[src/rtl/psc_pkg.sv]
package psc_pkg;
  localparam int STATE_W   = 6;
  localparam int LRST_BIT  = 8;
  localparam int CLKON_BIT = 12;
  localparam int DSTAT_W   = 5;

  localparam logic [11:0] OFF_START = 12'h120;
  localparam logic [11:0] OFF_BUSY  = 12'h128;

  localparam logic [3:0] PG_DSTAT = 4'h2;
  localparam logic [3:0] PG_DCTL  = 4'h3;
  localparam logic [3:0] PG_MSTAT = 4'h8;
  localparam logic [3:0] PG_MCTL  = 4'hA;

  typedef enum logic [STATE_W-1:0] {
    MS_SWRST_OFF = 6'd0,
    MS_SYNC_RST  = 6'd1,
    MS_DISABLE   = 6'd2,
    MS_ENABLE    = 6'd3
  } mod_state_e;

  localparam logic [DSTAT_W-1:0] DOM_ON_CODE = 5'd1;
endpackage

[src/rtl/psc_regif.sv]
module psc_regif
  import psc_pkg::*;
#(
  parameter int N_MOD = 4,
  parameter int N_DOM = 2,
  parameter int AW    = 12,
  parameter int DW    = 32
) (
  input  logic               clk,
  input  logic               rst,
  input  logic               bus_wr,
  input  logic               bus_rd,
  input  logic [AW-1:0]      bus_addr,
  input  logic [N_DOM-1:0]   start_bits,
  input  logic [N_MOD*DW-1:0] mctl_words,
  input  logic [N_MOD*DW-1:0] mstat_words,
  input  logic [N_DOM*DW-1:0] dctl_words,
  input  logic [N_DOM*DW-1:0] dstat_words,
  input  logic [N_DOM-1:0]   dom_busy,
  output logic [N_MOD-1:0]   mctl_we,
  output logic [N_DOM-1:0]   dctl_we,
  output logic [N_DOM-1:0]   start_req,
  output logic [DW-1:0]      bus_rdata
);
  localparam int IDX_W = 6;

  logic [3:0]       page;
  logic [IDX_W-1:0] idx;
  logic             word_ok;
  logic [DW-1:0]    rd_mux;

  assign page    = bus_addr[11:8];
  assign idx     = bus_addr[7:2];
  assign word_ok = (bus_addr[1:0] == 2'b00);

  for (genvar m = 0; m < N_MOD; m++) begin : g_mwe
    assign mctl_we[m] = bus_wr && word_ok && (page == PG_MCTL) && (idx == IDX_W'(m));
  end

  for (genvar d = 0; d < N_DOM; d++) begin : g_dwe
    assign dctl_we[d] = bus_wr && word_ok && (page == PG_DCTL) && (idx == IDX_W'(d));
  end

  assign start_req = (bus_wr && bus_addr == AW'(OFF_START)) ? start_bits : '0;

  always_comb begin
    rd_mux = '0;
    if (bus_addr == AW'(OFF_BUSY)) begin
      rd_mux[N_DOM-1:0] = dom_busy;
    end else if (word_ok) begin
      for (int m = 0; m < N_MOD; m++) begin
        if (idx == IDX_W'(m) && page == PG_MSTAT) rd_mux = mstat_words[m*DW +: DW];
        if (idx == IDX_W'(m) && page == PG_MCTL)  rd_mux = mctl_words[m*DW +: DW];
      end
      for (int d = 0; d < N_DOM; d++) begin
        if (idx == IDX_W'(d) && page == PG_DSTAT) rd_mux = dstat_words[d*DW +: DW];
        if (idx == IDX_W'(d) && page == PG_DCTL)  rd_mux = dctl_words[d*DW +: DW];
      end
    end
  end

  always_ff @(posedge clk) begin
    if (rst) begin
      bus_rdata <= '0;
    end else if (bus_rd) begin
      bus_rdata <= rd_mux;
    end
  end
endmodule

[src/rtl/psc_dom_seq.sv]
module psc_dom_seq
  import psc_pkg::*;
#(
  parameter int TRANS_CYCLES = 8,
  parameter int DW           = 32
) (
  input  logic          clk,
  input  logic          rst,
  input  logic          start,
  input  logic          ctl_we,
  input  logic          ctl_pwr_bit,
  output logic          busy,
  output logic          accept,
  output logic          done,
  output logic [DW-1:0] ctl_word,
  output logic [DW-1:0] stat_word
);
  localparam int CNT_W = $clog2(TRANS_CYCLES + 1);

  logic [CNT_W-1:0]   cnt;
  logic               pwr_req;
  logic               pwr_snap;
  logic [DSTAT_W-1:0] dom_state;

  assign accept = start && !busy;
  assign done   = busy && (cnt == '0);

  always_ff @(posedge clk) begin
    if (rst) begin
      busy      <= 1'b0;
      cnt       <= '0;
      pwr_req   <= 1'b0;
      pwr_snap  <= 1'b0;
      dom_state <= '0;
    end else begin
      if (ctl_we) pwr_req <= ctl_pwr_bit;
      if (accept) begin
        busy     <= 1'b1;
        cnt      <= CNT_W'(TRANS_CYCLES - 1);
        pwr_snap <= pwr_req;
      end else if (done) begin
        busy      <= 1'b0;
        dom_state <= pwr_snap ? DOM_ON_CODE : '0;
      end else if (busy) begin
        cnt <= cnt - 1'b1;
      end
    end
  end

  always_comb begin
    ctl_word             = '0;
    ctl_word[0]          = pwr_req;
    stat_word            = '0;
    stat_word[DSTAT_W-1:0] = dom_state;
  end
endmodule

[src/rtl/psc_mod_unit.sv]
module psc_mod_unit
  import psc_pkg::*;
#(
  parameter int DW = 32
) (
  input  logic               clk,
  input  logic               rst,
  input  logic               ctl_we,
  input  logic [STATE_W-1:0] wr_state,
  input  logic               wr_lrst_n,
  input  logic               accept,
  input  logic               done,
  output logic [DW-1:0]      ctl_word,
  output logic [DW-1:0]      stat_word,
  output logic [STATE_W-1:0] cur_state,
  output logic               clk_en,
  output logic               mod_rst
);
  logic [STATE_W-1:0] req_state;
  logic               req_lrst_n;
  logic [STATE_W-1:0] snap_state;
  logic               snap_lrst_n;
  logic               in_reset_state;

  assign in_reset_state = (snap_state == MS_SWRST_OFF) || (snap_state == MS_SYNC_RST);

  always_ff @(posedge clk) begin
    if (rst) begin
      req_state   <= '0;
      req_lrst_n  <= 1'b0;
      snap_state  <= '0;
      snap_lrst_n <= 1'b0;
      cur_state   <= '0;
      clk_en      <= 1'b0;
      mod_rst     <= 1'b1;
    end else begin
      if (ctl_we) begin
        req_state  <= wr_state;
        req_lrst_n <= wr_lrst_n;
      end
      if (accept) begin
        snap_state  <= req_state;
        snap_lrst_n <= req_lrst_n;
      end
      if (done) begin
        cur_state <= snap_state;
        clk_en    <= (snap_state == MS_ENABLE);
        mod_rst   <= in_reset_state || !snap_lrst_n;
      end
    end
  end

  always_comb begin
    ctl_word                 = '0;
    ctl_word[STATE_W-1:0]    = req_state;
    ctl_word[LRST_BIT]       = req_lrst_n;
    stat_word                = '0;
    stat_word[STATE_W-1:0]   = cur_state;
    stat_word[CLKON_BIT]     = clk_en;
  end
endmodule

[src/rtl/pwr_sleep_ctrl.sv]
module pwr_sleep_ctrl
  import psc_pkg::*;
#(
  parameter int          N_MOD          = 4,
  parameter int          N_DOM          = 2,
  parameter int          TRANS_CYCLES   = 8,
  parameter logic [31:0] MOD_DOMAIN_MAP = 32'h0000_1100,
  parameter int          AW             = 12,
  parameter int          DW             = 32
) (
  input  logic             clk,
  input  logic             rst,
  input  logic             bus_wr,
  input  logic             bus_rd,
  input  logic [AW-1:0]    bus_addr,
  input  logic [DW-1:0]    bus_wdata,
  output logic [DW-1:0]    bus_rdata,
  output logic [N_MOD-1:0] mod_clk_en,
  output logic [N_MOD-1:0] mod_rst
);
  logic [N_MOD-1:0]         mctl_we;
  logic [N_DOM-1:0]         dctl_we;
  logic [N_DOM-1:0]         start_req;
  logic [N_DOM-1:0]         dom_busy;
  logic [N_DOM-1:0]         dom_accept;
  logic [N_DOM-1:0]         dom_done;
  logic [N_MOD*DW-1:0]      mctl_words;
  logic [N_MOD*DW-1:0]      mstat_words;
  logic [N_DOM*DW-1:0]      dctl_words;
  logic [N_DOM*DW-1:0]      dstat_words;
  logic [N_MOD*STATE_W-1:0] mod_state_flat;

  psc_regif #(.N_MOD(N_MOD), .N_DOM(N_DOM), .AW(AW), .DW(DW)) u_regif (
    .clk        (clk),
    .rst        (rst),
    .bus_wr     (bus_wr),
    .bus_rd     (bus_rd),
    .bus_addr   (bus_addr),
    .start_bits (bus_wdata[N_DOM-1:0]),
    .mctl_words (mctl_words),
    .mstat_words(mstat_words),
    .dctl_words (dctl_words),
    .dstat_words(dstat_words),
    .dom_busy   (dom_busy),
    .mctl_we    (mctl_we),
    .dctl_we    (dctl_we),
    .start_req  (start_req),
    .bus_rdata  (bus_rdata)
  );

  for (genvar d = 0; d < N_DOM; d++) begin : g_dom
    psc_dom_seq #(.TRANS_CYCLES(TRANS_CYCLES), .DW(DW)) u_seq (
      .clk        (clk),
      .rst        (rst),
      .start      (start_req[d]),
      .ctl_we     (dctl_we[d]),
      .ctl_pwr_bit(bus_wdata[0]),
      .busy       (dom_busy[d]),
      .accept     (dom_accept[d]),
      .done       (dom_done[d]),
      .ctl_word   (dctl_words[d*DW +: DW]),
      .stat_word  (dstat_words[d*DW +: DW])
    );
  end

  for (genvar m = 0; m < N_MOD; m++) begin : g_mod
    localparam int DOM = int'(MOD_DOMAIN_MAP[4*m +: 4]);
    psc_mod_unit #(.DW(DW)) u_mod (
      .clk      (clk),
      .rst      (rst),
      .ctl_we   (mctl_we[m]),
      .wr_state (bus_wdata[STATE_W-1:0]),
      .wr_lrst_n(bus_wdata[LRST_BIT]),
      .accept   (dom_accept[DOM]),
      .done     (dom_done[DOM]),
      .ctl_word (mctl_words[m*DW +: DW]),
      .stat_word(mstat_words[m*DW +: DW]),
      .cur_state(mod_state_flat[m*STATE_W +: STATE_W]),
      .clk_en   (mod_clk_en[m]),
      .mod_rst  (mod_rst[m])
    );
  end
endmodule

[config.mk]
export PLATFORM = sky130hd
export DESIGN_NAME = pwr_sleep_ctrl
export DESIGN_NICKNAME = d
export VERILOG_FILES = /design/src/rtl/psc_pkg.sv /design/src/rtl/psc_regif.sv /design/src/rtl/psc_dom_seq.sv /design/src/rtl/psc_mod_unit.sv /design/src/rtl/pwr_sleep_ctrl.sv
export SDC_FILE = /design/constraint.sdc
export NUM_CORES = 1
export LEC_CHECK = 0
export ABC_AREA = 1
export ABC_CLOCK_PERIOD_IN_PS = 5100
export BUFFER_PORTS_ARGS = -buffer_cell sky130_fd_sc_hd__buf_4
export CAP_MARGIN = 10
export CORE_UTILIZATION = 60
export CTS_CLUSTER_DIAMETER = 100
export DETAILED_ROUTE_END_ITERATION = 8
export HOLD_SLACK_MARGIN = 0.06
export PLACE_DENSITY = 0.85
export SLEW_MARGIN = 5
export SYNTH_ARGS = -nofsm -noshare
export SYNTH_HDL_FRONTEND = slang
export SYNTH_SLANG_ARGS = --single-unit
[constraint.sdc]
create_clock -name clk -period 5.1 [get_ports clk]
set_clock_uncertainty 0.1 [all_clocks]
set_input_delay 0.765 -clock clk [delete_from_list [all_inputs] [get_ports clk]]
set_output_delay 0.765 -clock clk [all_outputs]
set_load 0.03 [all_outputs]
==> metrics.md <==
| Metric | Value |
|---|---|
| CP max-delay cell | `clkinv_1` |
| DP Area | `5200 sq um` |
| Cell Rows | `33` |
| Total negative setup slack | `0 ns` |
| Worst slew pin tran | `roughly 1.1 ns` |
| Slowest stage delay, CP | `between 0.6 and 0.7 ns` |
| WS Path Type | `reg2reg` |
| Via count | `around 4600` |
| Post-synth top area cell | `dfxtp_1` |
| Total gr overflow | `0` |
| Clk sink count | `112` |
| Post-CTS setup repair buffer count | `0` |
| Cell area after synthesis | `5040 sq um` |
| Setup crit start kind | `register` |
| Distinct cells, synth | `33` |
| Endpoint class of the critical path | `register` |
| DRC errors left | `0` |
| Worst Slack Setup Final | `around 2.2 ns` |
| Max VDD drop | `approximately 0.21 mV` |
| Yosys top cell area share | `44.5%` |
| Number of antenna violations at the first check in global routing | `0` |
| Arrival @ worst endpoint | `roughly 3.0 ns` |
| PwrDens | `272 nW/um^2` |
| First-pass GRT wire length | `approximately 19000 um` |
| Crit-path cells | `inv_1 > ha_1 > nand3_1 > clkinv_1 > nor2_1 > nand3_1 > xor2_1 > nor2_1` |
| IO Count | `between 80 and 90` |
| Net count, final | `between 700 and 800` |
| Die Y-Extent | `~94 um` |
| # H-tree levels | `3` |
| Final Instance Area | `about 5400 sq um` |
| # diodes | `0` |
| Synth top area cells | `dfxtp_1 45%, a21oi_1 9.5%, o21ai_0 8.4%` |
| Non-filler cells, final | `between 800 and 900` |
| Synth Register Bits | `roughly 110` |
| Final Hold Fails | `0` |
| Relative slew slack | `24.1%` |
| Clk_lat worst skew | `between 0.3 and 0.4 ns` |
| Number of global-route vias before repair | `slightly above 4000` |
| CP Launch Point | `g_dom[0].u_seq.cnt[1]` |
| Syn-to-layout area delta | `7.15%` |
| Die footprint | `between 8000 and 9000 sq um` |
| Clock-pin slew on the worst setup and hold paths | `roughly 0.10 ns` |
| CP max FO | `19` |
| CTS tree | `done` |
| PostCTS Resize Cnt | `0` |
| Static Leakage | `2.07 nW` |
| Unrepaired setup endpoints after global routing | `false` |
| Final period utilization | `between 50% and 60%` |
| Starting Density | `61.6%` |
| FILL cells | `between 700 and 800` |
| Fmax | `about 350 MHz` |
| CTS root buffer | `clkbuf_8` |
| Final setup viols | `0` |
| Sequential area share after synthesis | `between 40 and 50%` |
| R2R Path Start | `g_dom[0].u_seq.cnt[1]` |
| Placed Instances | `791` |
| Hold Crit Start | `g_mod[2].u_mod.cur_state[2]` |
| Largest net degree at the start of global routing | `between 40 and 50` |
| Vias per cell | `between 5 and 6` |
| Worst endpoint required time | `about 5.3 ns` |
| Core area | `8180 sq um` |
| Total CTS buffers | `9` |
| Pwr Total | `between 1 and 1.5 mW` |
| Ys Warns | `0` |
| Status | `complete, no violations` |
| 1st-iter DRT viols | `380` |
| Port Buffers | `38` |
| DRT Wirelength | `11800 um` |
| Final worst path period need | `2.87 ns` |
| Detailed-route wire length per cell | `about 15 um` |
| Detail Placement HPWL | `approximately 8300 um` |
| Worst Hold Class | `reg2reg` |
| Pre-CTS setup slack | `1.70 ns` |
| Synthesized instance count | `about 680` |
| Layout cell share with drive strength beyond 1 | `9.53%` |
| Total GRT Usage | `approximately 28%` |
| Avg Inst Size Synth | `7.38 sq um` |
| Antenna-violating nets left | `0` |
| First-pass iteration count of the detailed router | `6` |
| CTS Hold Bufs | `0` |
| Max Slew Vio Count | `0` |
| Die X | `about 94 um` |
| Max-Cap Viols | `0` |
| Gpl congestion | `0.911` |
| Clock Tree Buf Depth | `2` |
registers in the layout, indices dropped and copies added, names as in the netlist:
signal,flops
g_dom.u_seq.busy,2
g_dom.u_seq.cnt,8
g_dom.u_seq.dom_state,2
g_dom.u_seq.pwr_req,2
g_dom.u_seq.pwr_snap,2
g_mod.u_mod.clk_en,4
g_mod.u_mod.cur_state,24
g_mod.u_mod.mod_rst,4
g_mod.u_mod.req_lrst_n,4
g_mod.u_mod.req_state,24
g_mod.u_mod.snap_lrst_n,4
g_mod.u_mod.snap_state,24
u_regif.bus_rdata,8
Yosys cell counts:
cell type  count
nand4_1       11
o311a_1        2
nor3_1         6
a21oi_1       96
nand3_2        1
nand3_1       22
buf_2          3
dfxtp_1      112
clkinv_1       2
nor3_2         1
nor2_1        56
inv_2          4
o21ai_1        4
nor3_4         1
inv_1         98
xor2_1         6
nor2_2         2
clkbuf_1      24
o211ai_1       6
o22ai_1        5
o221ai_1       1
a211oi_1      15
and3_1         1
nor2_4         1
nand2_1       76
ha_1           4
nand2_2        1
a211o_1        2
buf_4         32
a31oi_1        1
o21ai_0       85
o2111ai_1      1
conb_1         1
metrics by stage:
stage	hold WS [ns]	utilization (%)
finish	0.356	66.0
floorplan	0.324	-
CTS	0.356	65.9
global route	0.387	66.0
global placement	0.335	63.6
detailed placement	0.341	63.6
placed cells by master, fill, tap and decap left out, drive strengths merged, types with 3 or more instances in the layout:
| cell | n |
|---|---|
| ha | 4 |
| o211ai | 6 |
| clkinv | 3 |
| nor3 | 8 |
| nand2 | 77 |
| clkbuf | 9 |
| a211oi | 15 |
| nand4 | 11 |
| o22ai | 5 |
| buf | 40 |
| conb | 24 |
| xor2 | 6 |
| inv | 108 |
| dfxtp | 112 |
| a21oi | 96 |
| nor2 | 59 |
| o21ai | 89 |
| nand3 | 23 |
layer usage:
metal,up-vias,global-route usage (%),wire (um)
li1,2225,-,-
met1,2123,36.7,5130
met2,182,44.2,5460
met3,24,5.77,936
met4,0,9.87,227
met5,-,0,0
final timing paths:
check                           depth (start not counted)                          end  slack, ns
worst max-delay path                                    8        g_dom[0].u_seq.cnt[3]       2.23
worst min-delay path                                    2  g_mod[2].u_mod.cur_state[2]       0.36
worst max register to register                          8        g_dom[0].u_seq.cnt[3]       2.23
worst min register to register                          2  g_mod[2].u_mod.cur_state[2]       0.36
worst max-delay path: cells and delay by family, from the launching register on:
family        cells  cell delay, ns
simple gates      4            1.22
xor+xnor          1            0.20
fa+ha+maj         1            0.17
buf+inv           2            0.70
flops             1            0.37
cell type report:
cell class | instances | area, sq um | area share, %
timing repair buffer | 40 | 304 | 5.63
sequential | 112 | 2240 | 41.5
multi-input combinational | 431 | 2150 | 39.8
tap | 105 | 131 | 2.43
inverter | 104 | 390 | 7.23
clock inverter | 7 | 60.1 | 1.11
clock buffer | 9 | 124 | 2.29
cells by family (layout without fill, tap and decap cells):
logic type,count (synthesis),after routing,share of synthesized area (%)
AO/OA/AOI/OAI,218,218,23.3
AND/OR/NAND/NOR,179,179,15.4
buffers and inverters,163,160,14.6
flip-flops,112,112,44.5
XOR/XNOR,6,6,1.04
adder cells (fa/ha/maj),4,4,0.994
other,1,24,0.0744
power breakdown:
| group | total (mW) | leakage (nW) | internal, mW | switching [mW] |
|---|---|---|---|---|
| clock network | 0.506 | 0.0973 | 0.190 | 0.316 |
| logic | 0.0873 | 1.07 | 0.0213 | 0.0660 |
| registers | 0.875 | 0.902 | 0.875 | 0.000407 |
| total | 1.47 | 2.07 | 1.09 | 0.383 |
(Power assumes the default switching activity.)
